$ cat src/rtl/ep0_pkg.sv
package ep0_pkg;

  typedef enum logic [1:0] {
    TOK_SETUP = 2'd0,
    TOK_IN    = 2'd1,
    TOK_OUT   = 2'd2
  } tok_e;

  typedef enum logic [2:0] {
    HS_ACK   = 3'd0,
    HS_NAK   = 3'd1,
    HS_STALL = 3'd2,
    HS_DATA  = 3'd3,
    HS_ZLP   = 3'd4
  } hs_e;

  // register bit positions
  localparam int B_RX_READY  = 0;
  localparam int B_TX_LOADED = 1;
  localparam int B_STALL_REQ = 2;
  localparam int B_LAST_PKT  = 3;
  localparam int B_PROTO_ERR = 4;
  localparam int B_EARLY_END = 5;
  localparam int B_ACK_RX    = 6;
  localparam int B_ACK_EARLY = 7;
  localparam int REG_W       = 8;

  // strobes from the phase control to the register datapath
  typedef struct packed {
    logic setRxReady;
    logic clrTxLoaded;
    logic clrLastPkt;
    logic setProtoErr;
    logic setEarlyEnd;
  } hwStrobe_t;

  // register state seen by the phase control
  typedef struct packed {
    logic rxReady;
    logic txLoaded;
    logic stallReq;
    logic lastPkt;
  } csrView_t;

endpackage

$ cat src/rtl/ep0_csr_datapath.sv
module ep0_csr_datapath
  import ep0_pkg::*;
(
  input  logic             clk,
  input  logic             rstN,
  input  logic             regWr,
  input  logic [REG_W-1:0] regWdata,
  input  hwStrobe_t        hwStrb,
  output logic [REG_W-1:0] regRdata,
  output csrView_t         csrView
);

  logic rxReady, txLoaded, stallReq, lastPkt, protoErr, earlyEnd;
  logic unusedRoBits;

  // read-only positions carry no write meaning
  assign unusedRoBits = ^{regWdata[B_RX_READY], regWdata[B_EARLY_END]};

  // hardware events win over firmware writes in the same cycle
  always_ff @(posedge clk) begin
    if (!rstN) begin
      rxReady  <= 1'b0;
      txLoaded <= 1'b0;
      stallReq <= 1'b0;
      lastPkt  <= 1'b0;
      protoErr <= 1'b0;
      earlyEnd <= 1'b0;
    end else begin
      if (hwStrb.setRxReady)
        rxReady <= 1'b1;
      else if (regWr && regWdata[B_ACK_RX])
        rxReady <= 1'b0;

      if (hwStrb.clrTxLoaded || hwStrb.setEarlyEnd)
        txLoaded <= 1'b0;
      else if (regWr && regWdata[B_TX_LOADED])
        txLoaded <= 1'b1;

      if (regWr)
        stallReq <= regWdata[B_STALL_REQ];

      if (hwStrb.clrLastPkt)
        lastPkt <= 1'b0;
      else if (regWr && regWdata[B_LAST_PKT])
        lastPkt <= 1'b1;

      if (hwStrb.setProtoErr)
        protoErr <= 1'b1;
      else if (regWr && !regWdata[B_PROTO_ERR])
        protoErr <= 1'b0;

      if (hwStrb.setEarlyEnd)
        earlyEnd <= 1'b1;
      else if (regWr && regWdata[B_ACK_EARLY])
        earlyEnd <= 1'b0;
    end
  end

  always_comb begin
    regRdata              = '0;
    regRdata[B_RX_READY]  = rxReady;
    regRdata[B_TX_LOADED] = txLoaded;
    regRdata[B_STALL_REQ] = stallReq;
    regRdata[B_LAST_PKT]  = lastPkt;
    regRdata[B_PROTO_ERR] = protoErr;
    regRdata[B_EARLY_END] = earlyEnd;
  end

  assign csrView = '{rxReady: rxReady, txLoaded: txLoaded,
                     stallReq: stallReq, lastPkt: lastPkt};

endmodule

$ cat src/rtl/ep0_phase_ctrl.sv
module ep0_phase_ctrl
  import ep0_pkg::*;
#(
  parameter int MAX_PKT = 64,
  parameter int LEN_W   = 10
) (
  input  logic             clk,
  input  logic             rstN,
  input  logic             tokValid,
  input  logic [1:0]       tokType,
  input  logic             tokPid1,
  input  logic [LEN_W-1:0] tokLen,
  input  logic             tokCrcOk,
  input  logic             inAck,
  input  csrView_t         csrView,
  output hwStrobe_t        hwStrb,
  output logic             hsValid,
  output logic [2:0]       hsCode
);

  localparam logic [LEN_W-1:0] MAX_LEN = LEN_W'(MAX_PKT);

  logic active, dirKnown, dirIn, pendStall, zlpWait, awaitData;
  logic activeNxt, dirKnownNxt, dirInNxt, pendNxt, zlpNxt, awaitNxt;
  logic hsValidNxt;
  hs_e  hsNxt, hsQ;
  logic statusNow, isIn, tokGood;

  assign tokGood = tokValid && tokCrcOk;
  assign isIn    = (tok_e'(tokType) == TOK_IN);

  // the status stage opens once the last data packet is set and handled
  always_comb begin
    if (!active || !csrView.lastPkt)
      statusNow = 1'b0;
    else if (!dirKnown)
      statusNow = !csrView.rxReady && !csrView.txLoaded;
    else if (dirIn)
      statusNow = !csrView.txLoaded;
    else
      statusNow = !csrView.rxReady;
  end

  always_comb begin
    hwStrb      = '0;
    activeNxt   = active;
    dirKnownNxt = dirKnown;
    dirInNxt    = dirIn;
    pendNxt     = pendStall;
    zlpNxt      = zlpWait;
    awaitNxt    = awaitData;
    hsValidNxt  = 1'b0;
    hsNxt       = HS_ACK;

    if (inAck) begin
      if (zlpWait) begin
        hwStrb.clrLastPkt = 1'b1;
        activeNxt         = 1'b0;
        zlpNxt            = 1'b0;
      end else if (awaitData) begin
        hwStrb.clrTxLoaded = 1'b1;
        awaitNxt           = 1'b0;
      end
    end

    if (tokGood) begin
      hsValidNxt = 1'b1;
      zlpNxt     = 1'b0;
      awaitNxt   = 1'b0;
      if (tok_e'(tokType) == TOK_SETUP) begin
        hsNxt             = HS_ACK;
        hwStrb.clrLastPkt = 1'b1;
        dirKnownNxt       = 1'b0;
        dirInNxt          = 1'b0;
        if (active)
          hwStrb.setEarlyEnd = 1'b1;
        if (tokPid1) begin
          hwStrb.setProtoErr = 1'b1;
          pendNxt            = 1'b1;
          activeNxt          = 1'b0;
        end else begin
          hwStrb.setRxReady = 1'b1;
          pendNxt           = 1'b0;
          activeNxt         = 1'b1;
        end
      end else if (pendStall) begin
        hsNxt   = HS_STALL;
        pendNxt = 1'b0;
      end else if (!active) begin
        hsNxt = HS_STALL;
        if (isIn)
          hwStrb.setProtoErr = 1'b1;
      end else if (csrView.stallReq) begin
        hsNxt = HS_STALL;
      end else if (!isIn && (tokLen > MAX_LEN)) begin
        hsNxt              = HS_STALL;
        hwStrb.setProtoErr = 1'b1;
        hwStrb.clrLastPkt  = 1'b1;
        activeNxt          = 1'b0;
      end else if (statusNow) begin
        if (isIn && !dirIn) begin
          hsNxt  = HS_ZLP;
          zlpNxt = 1'b1;
        end else if (!isIn && dirIn && tokPid1) begin
          hsNxt             = HS_ACK;
          hwStrb.clrLastPkt = 1'b1;
          activeNxt         = 1'b0;
        end else begin
          hsNxt              = HS_STALL;
          hwStrb.setProtoErr = 1'b1;
          hwStrb.clrLastPkt  = 1'b1;
          activeNxt          = 1'b0;
        end
      end else if (dirKnown && (isIn != dirIn)) begin
        hwStrb.setEarlyEnd = 1'b1;
        activeNxt          = 1'b0;
        if (isIn) begin
          hsNxt = HS_ZLP;
        end else if (tokPid1) begin
          hsNxt = HS_ACK;
        end else begin
          hsNxt              = HS_STALL;
          hwStrb.setProtoErr = 1'b1;
        end
      end else begin
        dirKnownNxt = 1'b1;
        dirInNxt    = isIn;
        if (isIn) begin
          if (csrView.txLoaded) begin
            hsNxt    = HS_DATA;
            awaitNxt = 1'b1;
          end else begin
            hsNxt = HS_NAK;
          end
        end else begin
          if (csrView.rxReady) begin
            hsNxt = HS_NAK;
          end else begin
            hsNxt             = HS_ACK;
            hwStrb.setRxReady = 1'b1;
          end
        end
      end
    end
  end

  always_ff @(posedge clk) begin
    if (!rstN) begin
      active    <= 1'b0;
      dirKnown  <= 1'b0;
      dirIn     <= 1'b0;
      pendStall <= 1'b0;
      zlpWait   <= 1'b0;
      awaitData <= 1'b0;
      hsValid   <= 1'b0;
      hsQ       <= HS_ACK;
    end else begin
      active    <= activeNxt;
      dirKnown  <= dirKnownNxt;
      dirIn     <= dirInNxt;
      pendStall <= pendNxt;
      zlpWait   <= zlpNxt;
      awaitData <= awaitNxt;
      hsValid   <= hsValidNxt;
      hsQ       <= hsNxt;
    end
  end

  assign hsCode = hsQ;

endmodule

$ cat src/rtl/ep0_ctrl_status.sv
module ep0_ctrl_status
  import ep0_pkg::*;
#(
  parameter int MAX_PKT = 64,
  parameter int LEN_W   = 10
) (
  input  logic             clk,
  input  logic             rstN,
  input  logic             tokValid,
  input  logic [1:0]       tokType,
  input  logic             tokPid1,
  input  logic [LEN_W-1:0] tokLen,
  input  logic             tokCrcOk,
  input  logic             inAck,
  input  logic             regWr,
  input  logic [7:0]       regWdata,
  output logic [7:0]       regRdata,
  output logic             hsValid,
  output logic [2:0]       hsCode
);

  hwStrobe_t hwStrb;
  csrView_t  csrView;

  ep0_phase_ctrl #(.MAX_PKT(MAX_PKT), .LEN_W(LEN_W)) u_ctrl (
    .clk(clk), .rstN(rstN),
    .tokValid(tokValid), .tokType(tokType), .tokPid1(tokPid1),
    .tokLen(tokLen), .tokCrcOk(tokCrcOk), .inAck(inAck),
    .csrView(csrView), .hwStrb(hwStrb),
    .hsValid(hsValid), .hsCode(hsCode)
  );

  ep0_csr_datapath u_dp (
    .clk(clk), .rstN(rstN),
    .regWr(regWr), .regWdata(regWdata),
    .hwStrb(hwStrb), .regRdata(regRdata), .csrView(csrView)
  );

endmodule

$ cat config.mk
export PLATFORM = sky130hd
export DESIGN_NAME = ep0_ctrl_status
export DESIGN_NICKNAME = d
export VERILOG_FILES = /design/src/rtl/ep0_pkg.sv /design/src/rtl/ep0_csr_datapath.sv /design/src/rtl/ep0_phase_ctrl.sv /design/src/rtl/ep0_ctrl_status.sv
export SDC_FILE = /design/constraint.sdc
export NUM_CORES = 1
export LEC_CHECK = 0
export ABC_AREA = 1
export ABC_CLOCK_PERIOD_IN_PS = 4400
export BUFFER_PORTS_ARGS = -buffer_cell sky130_fd_sc_hd__buf_2
export CORE_UTILIZATION = 50
export DETAILED_ROUTE_END_ITERATION = 7
export GPL_TIMING_DRIVEN = 0
export PLACE_DENSITY_LB_ADDON = 0.15
export SLEW_MARGIN = 20
export SYNTH_ARGS = -nofsm -noshare
export SYNTH_HDL_FRONTEND = slang
export SYNTH_HIERARCHICAL = 1
export SYNTH_SLANG_ARGS = --single-unit
$ cat constraint.sdc
create_clock -name clk -period 4.4 [get_ports clk]
set_input_delay 0.44 -clock clk [delete_from_list [all_inputs] [get_ports clk]]
set_output_delay 0.44 -clock clk [all_outputs]
set_load 0.05 [all_outputs]
Word level (Yosys, flattened, before mapping)
Index checks and enable logic that the tools add are counted.
Word-level totals
  register bits: 16
  bits of input ports: 27
  output and inout port bits: 12
  word-level logic and storage cells: 164
Cells by class
  order comparisons: 1
  equal/unequal tests: 8
  muxes and demuxes: 104
  bitwise gates (word level): 3
  reduce and logical (&&, ||, !) cells: 33
Operator list (count)
  $mux W1: 84
  $mux W2: 12
  $mux W3: 8
  $logic_and A1 B1 Y1: 12
  $gt A10 B7 Y1 const B: 1
  $reduce_bool A2 Y1: 5
  $ne A2 B2 Y1 const B: 4
  $logic_not A1 Y1: 7
  $reduce_and A7 Y1: 1
  $reduce_or A7 Y1: 1
  $ne A2 B1 Y1 const B: 2
  $reduce_or A2 Y1: 2
  $not A1 Y1: 3
  $reduce_or A3 Y1: 1
  $eq A2 B1 Y1 const B: 1
  $logic_not A2 Y1: 1
  $logic_or A1 B1 Y1: 2
  $reduce_and A2 Y1: 1
  $ne A1 B1 Y1: 1

Depth between registers and ports, before layout
  depth in word-level cells: 15
  depth in mapped cells: 15
  mapped depth without buffers: 15

Cells and area by module
The synthesis kept the hierarchy.
By module, submodules not included
  ep0_phase_ctrl: times used 1, cells each 129, area each 775.7 um2, sequential area each 200.2 um2
  ep0_csr_datapath: times used 1, cells each 41, area each 307.8 um2, sequential area each 120.1 um2

Least setup slack after synthesis
OpenSTA, ideal clock, no wires.
  kind: input -> register
  start point: input port tokType[1]
  end point: register u_dp.protoErr
  library setup time: 70 ps
  arrival time: 1660 ps
  required time: 4330 ps
  setup slack: 2670 ps
  stages: 15
  buffers on the path: 0
  cell sequence: inv_2 -> nand2_2 -> inv_2 -> ha_1 -> nor2_4 -> inv_1 -> nor2_1 -> nand2_1 -> nand3_1 -> nand2_1 -> nand2_1 -> nand2_1 -> nand2_1 -> inv_1 -> a21oi_1
RTL lines
  from (decl): RTL line ep0_ctrl_status.sv:10  | input logic [1:0] tokType,
  to (signal assigned): RTL line ep0_csr_datapath.sv:26  | protoErr <= 1'b0;
  to (signal assigned): RTL line ep0_csr_datapath.sv:48  | protoErr <= 1'b1;
  to (signal assigned): RTL line ep0_csr_datapath.sv:50  | protoErr <= 1'b0;
  to (decl): RTL line ep0_csr_datapath.sv:13  | logic rxReady, txLoaded, stallReq, lastPkt, protoErr, earlyEnd;

==> out/metrics.yaml <==
run_status:
  outcome: "finished, final reports clean"
timing:
  finalSetupViolCount: 0
  slew_violations: 0
  post-route-period-util: 0.404
  layout_setup_ws_ps: 2620
  fmax_ghz: 0.562
  hold_violations: 0
  rsz0062_at_grt: "no"
  worst_clock_skew_ps: 4.44
  final.setup.tns_ps: 0
  final.min_clock_period_ps: 1780
layout:
  design_area_um2: 1330
  antennaDiodeCount: 0
  num-fill-cells: 190
  layout.nets: 239
  drive_gt1_frac: 0.325
  fin_cells: 236
  area_delta_synth_final_pct: 22.5
  seqCellArea_um2: 320
  multi_input_area_um2: 577
  fin_util: 0.663
floorplanning:
  rows: 16
  start_util: 0.541
  io_pins: 39
  die_w_um: 48.6
  die-area_um2: 2360
  core_area_um2: 2000
  die_y_um: 48.6
synth:
  synth_adder_area_share: 0.0231
  yosysWarnings: 6
  yosys.area_share.simple: 0.415
  yosys_register_bits: 16
  synth_xor_area_frac: 0
  synthCells: 170
  synth-seq-area-share: 0.296
  yosys.area.top_type: "dfxtp_1"
  muxShareOfSynthArea: 0
  synth_compound_area_frac: 0.0878
  synthTopCellsByArea: "dfxtp_1 30%, nand2_1 15%, buf_4 8.3%"
  netlist.area_leader.share: 0.296
  synth_top_family_by_area: "simple AND/OR/NAND/NOR gates"
  syn_area_per_cell_um2: 6.37
  synth.distinct_cells: 25
  syn_area_um2: 1080
global_route:
  grt_overflow: 0
  grt_pass1_wl_um: 4060
  antenna_found_initial: 0
  grtUsageTotal: 0.217
  grt_max_degree: 11
  grt_pass1_vias: 1025
clocking:
  cts_setup_buffers: 0
  clock_latency_ps: 290
  clock_path_buffers: 2
  ctsHoldBuffers: 0
  cts_buffers: 3
  cts_root_buffer: "clkbuf_4"
  clk_pin_slew_worst_paths_ps: 90
  cts_resized: 0
  htreeDepth: 1
  clock-sinks: 16
  cts_tree: "yes"
flow_run:
  drv_cap: 0
hold_path:
  hold_path_end: "u_dp/txLoaded"
  min_from: "regWdata[1]"
  worstHoldPathCells: 3
  min_path_type: "input port to flip-flop"
place:
  placedCellCount: 232
  io_buffers: 34
  dpl-instance-area_um2: 1290
  place_ws_ps: 2330
  post-dp-hpwl_um: 1990
  routabilityCongestion: 0.867
setup_path:
  worstRegToRegCells: 13
  timing.rr.end: "u_dp/protoErr"
  cp_max_fo: 6
  slowest_stage: "ha_1"
  worstPathArrival_ps: 2000
  cp_num_buf_inv: 5
  path_delay_family: "simple AND/OR/NAND/NOR gates"
  startpoint_type: "input port"
  critPathRequiredTime_ps: 4620
  max_stage_delay_ps: 310
  crit_top_cell: "nand2_1"
  end_kind: "flip-flop"
  path_class: "input port to flip-flop"
  timing.reg2reg.setup_slack_ps: 2640
  path_cells: "buf_2, inv_2, nand2_2, inv_2, ha_1, nor2_4, inv_1, nor2_1, nand2_1, nand3_1, nand2_1, nand2_1, nand2_1, nand2_1, inv_1, a21oi_1"
  r2r-start: "u_ctrl/dirIn"
drt:
  drcViolationCount: 0
  viasPerCell: 4.94
  totalWireLength_um: 2450
  drt_iter0_markers: 41
  wl_met1_um: 1030
  met2WireLength_um: 1200
  dr.pass1.iters: 4
  wl_met3_um: 170
  drt-wirelength-per-cell_um: 10.4
  drtAntennaViolNets: 0
  top_layer: "met4"
  num_vias: 1167
pwr:
  p_leak_nw: 0.682
  vdd_drop_max_mv: 0.264
  p_per_area_nw_per_um2: 248
-- cell families after synthesis --
kind of cell,Yosys count
flip-flops,16
AND/OR/NAND/NOR,95
adder cells (fa/ha/maj),2
buffers and inverters,38
other,1
AO/OA/AOI/OAI,18
-- area by class of cell --
cell class | instances | area share
buffer | 12 | 0.0679
clock buffer | 4 | 0.0273
inverter | 26 | 0.0754
multi-input combinational | 117 | 0.434
sequential | 16 | 0.241
tap | 27 | 0.0254
timing repair buffer | 34 | 0.128
-- stage by stage --
stage / hold slack [ps] / power [mW]
5_1_grt: 386 / 0.347
4_1_cts: 380 / 0.332
2_1_floorplan: 435 / 0.212
3_3_place_gp: 449 / 0.234
6_report: 382 / 0.329
3_5_place_dp: 458 / 0.236
-- layer usage --
layer | global-route usage | up-vias
met4 | 0.0686 | 0
met1 | 0.258 | 509
met3 | 0.0377 | 8
li1 | - | 598
met2 | 0.392 | 52
met5 | 0 | -
-- cell usage after synthesis, drive strengths merged --
library cell / n
a211oi: 1
clkinv: 1
nand4: 3
dfxtp: 16
nand2: 46
or2: 2
inv: 25
ha: 2
nor4: 1
nand3: 14
o211ai: 1
nor2: 25
buf: 12
a21oi: 14
o21ai: 2
conb: 1
nor3: 4
-- state kept, by name, indices dropped and copies added (netlist names) --
register and cells:
u_dp/lastPkt 1, u_ctrl/dirIn 1, u_ctrl/awaitData 1, u_ctrl/active 1, u_ctrl/pendStall 1, u_dp/txLoaded 1, u_dp/stallReq 1, u_ctrl/zlpWait 1
u_dp/earlyEnd 1, u_ctrl/hsValid 1, u_dp/rxReady 1, u_ctrl/hsCode 3, u_dp/protoErr 1, u_ctrl/dirKnown 1
-- cells in the final DEF, fill, tap and decap left out --
cell type  count
nand3_2        2
nor2_1        24
clkbuf_8       1
nor4_2         1
buf_2         34
clkbuf_4       3
buf_4         12
inv_1         16
o21ai_0        1
inv_4          1
ha_1           2
nand3_1       11
o21ai_1        1
clkinv_1       1
dfxtp_1       16
or2_0          2
nor3_4         1
nor2_4         1
nor3_1         3
a211oi_1       1
nand2_1       43
nand4_1        3
inv_2          8
o211ai_1       1
nand2_2        3
a21oi_1       14
conb_1         2
nand3_4        1
-- worst max path at each step --
| stage | start | end | slack (ps) | cells past startpoint |
|---|---|---|---|---|
| final | tokType[1] | u_dp/protoErr | 2620 | 16 |
| after global routing | tokType[1] | u_dp/protoErr | 2450 | 16 |
| after CTS | tokType[1] | u_dp/protoErr | 2640 | 16 |
| after detailed placement | tokType[1] | u_dp/protoErr | 2330 | 16 |
| after global placement | tokType[1] | u_dp/protoErr | 2370 | 16 |
| after floorplan | tokType[1] | u_dp/protoErr | 2670 | 15 |
-- worst min-delay path, cell delays in order --
cell and delay (ps):
buf_2 70, a21oi_1 50, nor2_1 70
-- power by group --
part	internal [mW]	switching [mW]	total [mW]
logic	0.0292	0.0514	0.0806
clock network	0.0504	0.0457	0.0961
registers	0.149	0.00349	0.153
No activity file was read; power rests on OpenSTA's default activity.
